File: src/rtl/fes_pkg.sv
package fes_pkg;

   typedef enum logic [3:0] {
      ST_IDLE,
      ST_WEN_UP,
      ST_SETUP_UP,
      ST_PULSE,
      ST_PULSE_DN,
      ST_SETUP_DN,
      ST_VFY_UP,
      ST_VFY_WR,
      ST_VFY_WAIT,
      ST_VFY_RD,
      ST_VFY_DN_OK,
      ST_VFY_DN_BAD,
      ST_WEN_DN_OK,
      ST_WEN_DN_BAD
   } seq_state_t;

   function automatic logic in_guard(input seq_state_t s);
      return (s == ST_SETUP_UP) || (s == ST_PULSE) ||
             (s == ST_PULSE_DN) || (s == ST_SETUP_DN);
   endfunction

   function automatic logic in_verify(input seq_state_t s);
      return (s == ST_VFY_UP) || (s == ST_VFY_WR) ||
             (s == ST_VFY_WAIT) || (s == ST_VFY_RD);
   endfunction

endpackage

File: src/rtl/fes_delay_timer.sv
module fes_delay_timer #(
   parameter int W = 16
) (
   input  logic         clk,
   input  logic         rst_n,
   input  logic         load_i,
   input  logic [W-1:0] val_i,
   output logic         zero_o
);

   logic [W-1:0] cnt_q;

   always_ff @(posedge clk or negedge rst_n) begin
      if (!rst_n)
         cnt_q <= '0;
      else if (load_i)
         cnt_q <= val_i;
      else if (cnt_q != '0)
         cnt_q <= cnt_q - 1'b1;
   end

   assign zero_o = (cnt_q == '0);

endmodule

File: src/rtl/fes_verify_addr.sv
module fes_verify_addr #(
   parameter int AW   = 16,
   parameter int STEP = 2
) (
   input  logic          clk,
   input  logic          rst_n,
   input  logic          load_i,
   input  logic          step_i,
   input  logic [AW-1:0] base_i,
   output logic [AW-1:0] addr_o
);

   localparam logic [AW-1:0] INC = AW'(STEP);

   logic [AW-1:0] addr_q;

   always_ff @(posedge clk or negedge rst_n) begin
      if (!rst_n)
         addr_q <= '0;
      else if (load_i)
         addr_q <= base_i;
      else if (step_i)
         addr_q <= addr_q + INC;
   end

   assign addr_o = addr_q;

endmodule

File: src/rtl/fes_block_decode.sv
module fes_block_decode #(
   parameter int N  = 16,
   parameter int IW = (N > 1) ? $clog2(N) : 1
) (
   input  logic          en_i,
   input  logic [IW-1:0] idx_i,
   output logic [N-1:0]  sel_o
);

   for (genvar i = 0; i < N; i++) begin : g_bit
      assign sel_o[i] = en_i && (idx_i == IW'(i));
   end

endmodule

File: src/rtl/flash_erase_seq.sv
module flash_erase_seq
   import fes_pkg::*;
#(
   parameter int NUM_BLOCKS = 16,
   parameter int ADDR_W     = 16,
   parameter int DLY_W      = 16,
   parameter int RETRY_W    = 8,
   parameter int DATA_W     = 16,
   parameter int BIDX_W     = (NUM_BLOCKS > 1) ? $clog2(NUM_BLOCKS) : 1
) (
   input  logic                  clk,
   input  logic                  rst_n,
   input  logic                  start_i,
   input  logic [BIDX_W-1:0]     blk_idx_i,
   input  logic [ADDR_W-1:0]     blk_first_i,
   input  logic [ADDR_W-1:0]     blk_last_i,
   input  logic [DLY_W-1:0]      dly_wen_on_i,
   input  logic [DLY_W-1:0]      dly_wen_off_i,
   input  logic [DLY_W-1:0]      dly_setup_on_i,
   input  logic [DLY_W-1:0]      dly_setup_off_i,
   input  logic [DLY_W-1:0]      dly_pulse_i,
   input  logic [DLY_W-1:0]      dly_pulse_off_i,
   input  logic [DLY_W-1:0]      dly_vfy_on_i,
   input  logic [DLY_W-1:0]      dly_vfy_off_i,
   input  logic [DLY_W-1:0]      dly_vfy_read_i,
   input  logic [RETRY_W-1:0]    retry_max_i,
   input  logic [DATA_W-1:0]     rd_data_i,
   output logic                  wen_o,
   output logic                  setup_o,
   output logic                  erase_o,
   output logic                  vfy_o,
   output logic [NUM_BLOCKS-1:0] blk_sel_o,
   output logic                  wdog_en_o,
   output logic [ADDR_W-1:0]     vfy_addr_o,
   output logic                  dummy_wr_o,
   output logic                  busy_o,
   output logic                  done_o,
   output logic                  fail_o
);

   localparam int                 WORD_BYTES = DATA_W / 8;
   localparam logic [DATA_W-1:0]  ALL_ONES   = {DATA_W{1'b1}};
   localparam logic [RETRY_W-1:0] ONE_TRY    = RETRY_W'(1);

   // elaboration-time parameter checks
   if (NUM_BLOCKS < 2) begin : g_bad_blocks
      $error("flash_erase_seq: NUM_BLOCKS must be 2 or more");
   end
   if ((DATA_W % 8) != 0 || DATA_W < 8) begin : g_bad_data
      $error("flash_erase_seq: DATA_W must be a whole number of bytes");
   end
   if (ADDR_W < 2 || DLY_W < 1) begin : g_bad_width
      $error("flash_erase_seq: ADDR_W or DLY_W too small");
   end
   if (RETRY_W < 2) begin : g_bad_retry
      $error("flash_erase_seq: RETRY_W must be 2 or more");
   end
   if ((1 << BIDX_W) < NUM_BLOCKS) begin : g_bad_bidx
      $error("flash_erase_seq: BIDX_W cannot index every block");
   end

   seq_state_t          state_q, state_d;
   logic [RETRY_W-1:0]  tries_q;
   logic [BIDX_W-1:0]   blk_q;
   logic [ADDR_W-1:0]   first_q, last_q;
   logic                done_q, fail_q;

   logic                tmr_load;
   logic [DLY_W-1:0]    tmr_val;
   logic                tmr_zero;
   logic                addr_load, addr_step;
   logic                take_start, tries_inc, set_done, set_fail;
   logic [RETRY_W-1:0]  try_limit;
   logic                word_ok, at_last, limit_hit;
   logic [ADDR_W-1:0]   cur_addr;

   fes_delay_timer #(.W(DLY_W)) u_timer (
      .clk    (clk),
      .rst_n  (rst_n),
      .load_i (tmr_load),
      .val_i  (tmr_val),
      .zero_o (tmr_zero)
   );

   fes_verify_addr #(.AW(ADDR_W), .STEP(WORD_BYTES)) u_addr (
      .clk    (clk),
      .rst_n  (rst_n),
      .load_i (addr_load),
      .step_i (addr_step),
      .base_i (first_q),
      .addr_o (cur_addr)
   );

   fes_block_decode #(.N(NUM_BLOCKS), .IW(BIDX_W)) u_dec (
      .en_i  ((state_q != ST_IDLE) && (state_q != ST_WEN_UP)),
      .idx_i (blk_q),
      .sel_o (blk_sel_o)
   );

   assign try_limit  = (retry_max_i == '0) ? ONE_TRY : retry_max_i;
   assign word_ok    = (rd_data_i == ALL_ONES);
   assign at_last    = (cur_addr >= last_q);
   assign limit_hit  = (tries_q >= try_limit);
   assign take_start = (state_q == ST_IDLE) && start_i;

   // next-state, timer load and address control
   always_comb begin
      state_d   = state_q;
      tmr_load  = 1'b0;
      tmr_val   = '0;
      addr_load = 1'b0;
      addr_step = 1'b0;
      tries_inc = 1'b0;
      set_done  = 1'b0;
      set_fail  = 1'b0;
      unique case (state_q)
         ST_IDLE: begin
            if (start_i) begin
               state_d  = ST_WEN_UP;
               tmr_load = 1'b1;
               tmr_val  = dly_wen_on_i;
            end
         end
         ST_WEN_UP: begin
            if (tmr_zero) begin
               state_d  = ST_SETUP_UP;
               tmr_load = 1'b1;
               tmr_val  = dly_setup_on_i;
            end
         end
         ST_SETUP_UP: begin
            if (tmr_zero) begin
               state_d  = ST_PULSE;
               tmr_load = 1'b1;
               tmr_val  = dly_pulse_i;
            end
         end
         ST_PULSE: begin
            if (tmr_zero) begin
               state_d  = ST_PULSE_DN;
               tmr_load = 1'b1;
               tmr_val  = dly_pulse_off_i;
            end
         end
         ST_PULSE_DN: begin
            if (tmr_zero) begin
               state_d  = ST_SETUP_DN;
               tmr_load = 1'b1;
               tmr_val  = dly_setup_off_i;
            end
         end
         ST_SETUP_DN: begin
            if (tmr_zero) begin
               state_d   = ST_VFY_UP;
               tmr_load  = 1'b1;
               tmr_val   = dly_vfy_on_i;
               addr_load = 1'b1;
            end
         end
         ST_VFY_UP: begin
            if (tmr_zero) begin
               state_d  = ST_VFY_WR;
               tmr_load = 1'b1;
               tmr_val  = '0;
            end
         end
         ST_VFY_WR: begin
            state_d  = ST_VFY_WAIT;
            tmr_load = 1'b1;
            tmr_val  = dly_vfy_read_i;
         end
         ST_VFY_WAIT: begin
            if (tmr_zero) state_d = ST_VFY_RD;
         end
         ST_VFY_RD: begin
            tmr_load = 1'b1;
            if (!word_ok) begin
               state_d = ST_VFY_DN_BAD;
               tmr_val = dly_vfy_off_i;
            end else if (at_last) begin
               state_d = ST_VFY_DN_OK;
               tmr_val = dly_vfy_off_i;
            end else begin
               state_d   = ST_VFY_WR;
               tmr_val   = '0;
               addr_step = 1'b1;
            end
         end
         ST_VFY_DN_OK: begin
            if (tmr_zero) begin
               state_d  = ST_WEN_DN_OK;
               tmr_load = 1'b1;
               tmr_val  = dly_wen_off_i;
            end
         end
         ST_VFY_DN_BAD: begin
            if (tmr_zero) begin
               tmr_load = 1'b1;
               if (limit_hit) begin
                  state_d = ST_WEN_DN_BAD;
                  tmr_val = dly_wen_off_i;
               end else begin
                  state_d   = ST_SETUP_UP;
                  tmr_val   = dly_setup_on_i;
                  tries_inc = 1'b1;
               end
            end
         end
         ST_WEN_DN_OK: begin
            if (tmr_zero) begin
               state_d  = ST_IDLE;
               set_done = 1'b1;
            end
         end
         ST_WEN_DN_BAD: begin
            if (tmr_zero) begin
               state_d  = ST_IDLE;
               set_fail = 1'b1;
            end
         end
         default: state_d = ST_IDLE;
      endcase
   end

   always_ff @(posedge clk or negedge rst_n) begin
      if (!rst_n) begin
         state_q <= ST_IDLE;
         done_q  <= 1'b0;
         fail_q  <= 1'b0;
      end else begin
         state_q <= state_d;
         done_q  <= set_done;
         fail_q  <= set_fail;
      end
   end

   // command capture and attempt counter
   always_ff @(posedge clk or negedge rst_n) begin
      if (!rst_n) begin
         blk_q   <= '0;
         first_q <= '0;
         last_q  <= '0;
         tries_q <= '0;
      end else if (take_start) begin
         blk_q   <= blk_idx_i;
         first_q <= blk_first_i;
         last_q  <= blk_last_i;
         tries_q <= ONE_TRY;
      end else if (tries_inc) begin
         tries_q <= tries_q + 1'b1;
      end
   end

   // strobe decode
   assign busy_o     = (state_q != ST_IDLE);
   assign wen_o      = busy_o && (state_q != ST_WEN_DN_OK) && (state_q != ST_WEN_DN_BAD);
   assign wdog_en_o  = in_guard(state_q);
   assign setup_o    = in_guard(state_q) && (state_q != ST_SETUP_DN);
   assign erase_o    = (state_q == ST_PULSE);
   assign vfy_o      = in_verify(state_q);
   assign dummy_wr_o = (state_q == ST_VFY_WR);
   assign vfy_addr_o = cur_addr;
   assign done_o     = done_q;
   assign fail_o     = fail_q;

endmodule

File: config.mk
export PLATFORM = sky130hd
export DESIGN_NAME = flash_erase_seq
export DESIGN_NICKNAME = d
export VERILOG_FILES = /design/src/rtl/fes_pkg.sv /design/src/rtl/fes_delay_timer.sv /design/src/rtl/fes_verify_addr.sv /design/src/rtl/fes_block_decode.sv /design/src/rtl/flash_erase_seq.sv
export SDC_FILE = /design/constraint.sdc
export NUM_CORES = 1
export LEC_CHECK = 0
export ABC_AREA = 1
export CAP_MARGIN = 10
export CORE_MARGIN = 2
export CORE_UTILIZATION = 60
export DETAILED_ROUTE_END_ITERATION = 16
export DONT_BUFFER_PORTS = 1
export PLACE_DENSITY = 0.75
export SETUP_SLACK_MARGIN = 0.02
export SLEW_MARGIN = 20
export SYNTH_ARGS = -nofsm -noshare
export SYNTH_HDL_FRONTEND = slang
export SYNTH_SLANG_ARGS = --single-unit
File: constraint.sdc
create_clock -name clk -period 2.7 [get_ports clk]
set_clock_uncertainty 0.05 [all_clocks]
set_input_delay 0.54 -clock clk [delete_from_list [all_inputs] [get_ports clk]]
set_output_delay 0.54 -clock clk [all_outputs]
set_load 0.02 [all_outputs]
==> results by stage <==
Run status:
- The flow ran to the end, and the final reports show no timing, DRC or antenna violations.

Die:
- The initial utilization of the core area, before any placement, comes to 62.1%.
- 248 I/O pins were placed.
- Measured along the x axis, the die boundary spans 108 um.
- The overall die height is 108 um.
- The area of the die is 0.0116 mm2.
- In this run the standard cell core region covers 0.0104 mm2.
- After floorplanning, the core was divided into 37 placement rows.

Timing:
- The worst slew slack as a fraction of its limit is 40.6%.
- Setup repair after global routing left no endpoint under its margin.
- For this run, the top clock speed supported by timing is 0.392 GHz.
- Setup total negative slack on the finished layout was measured at 0 ns.
- The post-route fraction of the period consumed by the critical path is 94.4%.
- The slack of the critical path is 0.152 ns.
- The final count of negative-setup-slack endpoints is 0.
- For the pin with the worst max-slew slack, the measured transition is 0.888 ns.
- Subtracting the final worst setup slack from the clock period gives 2.55 ns.
- The number of hold violations in the final report is 0.
- The count of pins over their slew limit is 0.

Worst setup path:
- Walking the worst path, the cells encountered are inv_2 -> nand2_1 -> nor2_1 -> inv_1 -> nand3_1 -> nor2_1.
- The kind of start point of the critical path is a register.
- The classification of the worst setup path is register to output port.
- The peak fanout along the critical path is 7.
- The highest cell delay on the worst timing path is 0.54 ns.
- The critical path's slowest cell is dfrtp_1.
- The cell repeated most along the worst path is nor2_1.
- Data on the critical path is required at its endpoint by 2.11 ns.
- The nature of the critical path endpoint is an output port.
- Data on the critical path arrives at its endpoint at 1.96 ns.

Run:
- The number of max-cap violations is 0.

Layout:
- The antenna diode instance count is 0.
- The number of standard cells in the layout, taps in and fillers out is 1,172.
- Counting the fill cells in the layout gives 1,015.
- Relative to the synthesized area, the layout overhead comes to 6.27%.
- The share of layout cells above drive strength 1 is 7.05%.
- At the end of the flow, the number of nets in the layout was 1,265.

GRT:
- The initial antenna violation count was 0.
- The first global-routing pass estimated 30.7 mm of wire.
- Global routing used 34.5% of the available tracks.
- Entering global routing, the biggest net connects 83 pins.
- The via count of the first global-routing pass is 5,893.
- The leftover overflow at the end of global routing is 0.

Routing:
- The total via count after detailed routing is 6,630.
- The first-pass iteration count of the detailed router is 5.
- The final wirelength is 19.9 mm.
- The initial DRC count is 736.
- Once detail routing completed, the nets flagged for antenna violations numbered 0.
- The routed wirelength normalized by instance count is 17.0 um.
- After detailed routing, the number of remaining DRC violations is 0.
- The average vias per placed instance is 5.66.

Clock tree:
- The clock tree synthesis step divided the H-tree into 3 levels.
- The tree is rooted in a clkbuf_8.
- The post-CTS setup buffer count is 0.
- The longest clock path from root to sink contains 2 buffers.
- TritonCTS built the clock tree.
- The register clock-pin slew on the reported worst setup and hold paths is 0.09 ns.
- The clock reaches the later pin of the worst-skew pair after 0.37 ns.
- The number of clock sinks is 82.
- The number of hold buffers added after CTS was 1.
- After clock tree synthesis, the repair step resized 0 gates.
- In this run, CTS created clock tree buffers numbering 9.

Power and ir drop:
- The standby leakage power is 0.00375 uW.
- For this design the ratio of total power to cell area is 880 mW/mm2.
- Across the VDD grid, the largest voltage drop is 0.683 mV.

Logic synthesis:
- The most used flip-flop cell after synthesis is dfrtp_1.
- Yosys attributes the largest share of cell area to dfrtp_1 (32%), nand2_1 (23%), inv_1 (7.8%).
- The top cell type by total area after synthesis is dfrtp_1.
- Of all flip-flops after synthesis, the portion carrying an async set or reset was 100%.
- The most numerous cell in the Yosys netlist is nand2_1.
- Of the synthesized area, sequential elements account for 31.7%.
- Dividing the synthesized area by the synthesized cell count gives 6.32 um2.
- After technology mapping, the gate count stands at 1,023.
- The flop and latch count out of synthesis is 82.
- In this run, synthesis inferred 0 flip-flops with an integrated enable.
- The synthesized netlist net count is 1,257.
- The area of the mapped netlist is 0.00647 mm2.
- The number of distinct library cells after synthesis is 37.
- For this run, the number of Yosys warnings is 0.
- Counting instances in the post-synthesis netlist gives the leading cell types as nand2_1 (392), inv_1 (135), nand3_1 (87).
- The share of Yosys cell area claimed by the top area cell type is 31.7%.

Place:
- During placement, the flow inserted port buffers numbering 0.
- The congestion estimate from routability-driven global placement came to 1.05.
- The wire-length estimate of the detail-placed layout is 15.7 mm.
- The post-placement worst setup slack is 0.0905 ns.
- The number of cells in the design after placement is 1,155.

Min path:
- The path type of the worst min-delay path is primary input to async pin.
==> worst max-delay path, delay by kind of cell (launching register included) <==
family        cells  cell delay [ns]
buf+inv           2             0.19
simple gates      4             0.85
flops             1             0.54
==> sequential cells by signal (all words and copies together) (netlist names) <==
signal         count
blk_q              4
done_o             1
fail_o             1
first_q           16
last_q            16
state_q            4
tries_q            8
u_addr.addr_o     16
u_timer.cnt_q     16
==> path summary, 6_finish.rpt <==
path / depth (start not counted) / to / slack, ns / from
worst max-delay path: 6 / blk_sel_o[9] / 0.15 / state_q[3]
worst min-delay path: 1 / first_q[13] / 0.004 / rst_n
worst max register to register: 13 / u_timer.cnt_q[2] / 0.28 / state_q[0]
worst min register to register: 2 / first_q[14] / 0.43 / first_q[14]
max in group asynchronous: 1 / u_addr.addr_o[6] / 2.26 / rst_n
min in group clk: 2 / first_q[7] / 0.23 / blk_first_i[7]
==> metrics by stage <==
stage	util, %	hold slack (ns)	cell area, um2	power (uW)
after floorplan	-	0.194	6470	4420
after global placement	64.1	0.196	6680	5100
after detailed placement	64.1	0.196	6680	5150
after CTS	66.0	0.0286	6870	6000
after global routing	66.0	0.0166	6870	6610
final	66.0	0.00414	6870	6050
==> routing by layer <==
layer,vias to the layer above,GRT usage (%),share of wire [%]
met5,-,0,0
li1,3230,-,-
met2,360,53.4,45
met4,0,7.69,2.2
met1,3000,47.6,42
met3,40,10.5,11
==> where the power goes <==
part           internal, uW  switching, uW  total [uW]  leakage, uW
combinational          1070           2230        3300      0.00262
clock                   342            493         835    0.0000843
sequential             1640            282        1920      0.00104
==> cells by family after synthesis <==
kind of cell	count (synthesis)	synth area share, %
buffers and inverters	173	10.9
DFF	82	31.7
and+or+nand+nor	630	41.7
AOI/OAI and AO/OA	91	7.72
xor gates and xnor gates	20	2.71
adders and majority gates	27	5.22
==> layout by cell type (no fill, tap or decap), types with 3 or more instances in the layout <==
cell type,count
nand2_2,7
nor2_4,7
dfrtp_1,82
buf_4,21
xor2_1,19
nor2_1,85
nand2_1,392
o21ai_0,51
ha_1,27
inv_2,11
clkbuf_8,9
nand3_1,87
a21oi_1,21
o31ai_1,3
nand3b_1,6
nor2_2,4
inv_1,135
nand4_1,19
o21a_1,3
nor3_1,16
==> cell type report <==
| class | count | area [um2] | area share, % |
|---|---|---|---|
| tap | 136 | 170 | 2.48 |
| multi-input combinational | 768 | 3710 | 53.9 |
| clock buffer | 11 | 131 | 1.91 |
| sequential | 82 | 2050 | 29.9 |
| timing repair buffer | 24 | 225 | 3.28 |
| inverter | 146 | 548 | 7.97 |
| clock inverter | 5 | 38.8 | 0.564 |
No activity file was read; power rests on OpenSTA's default activity.
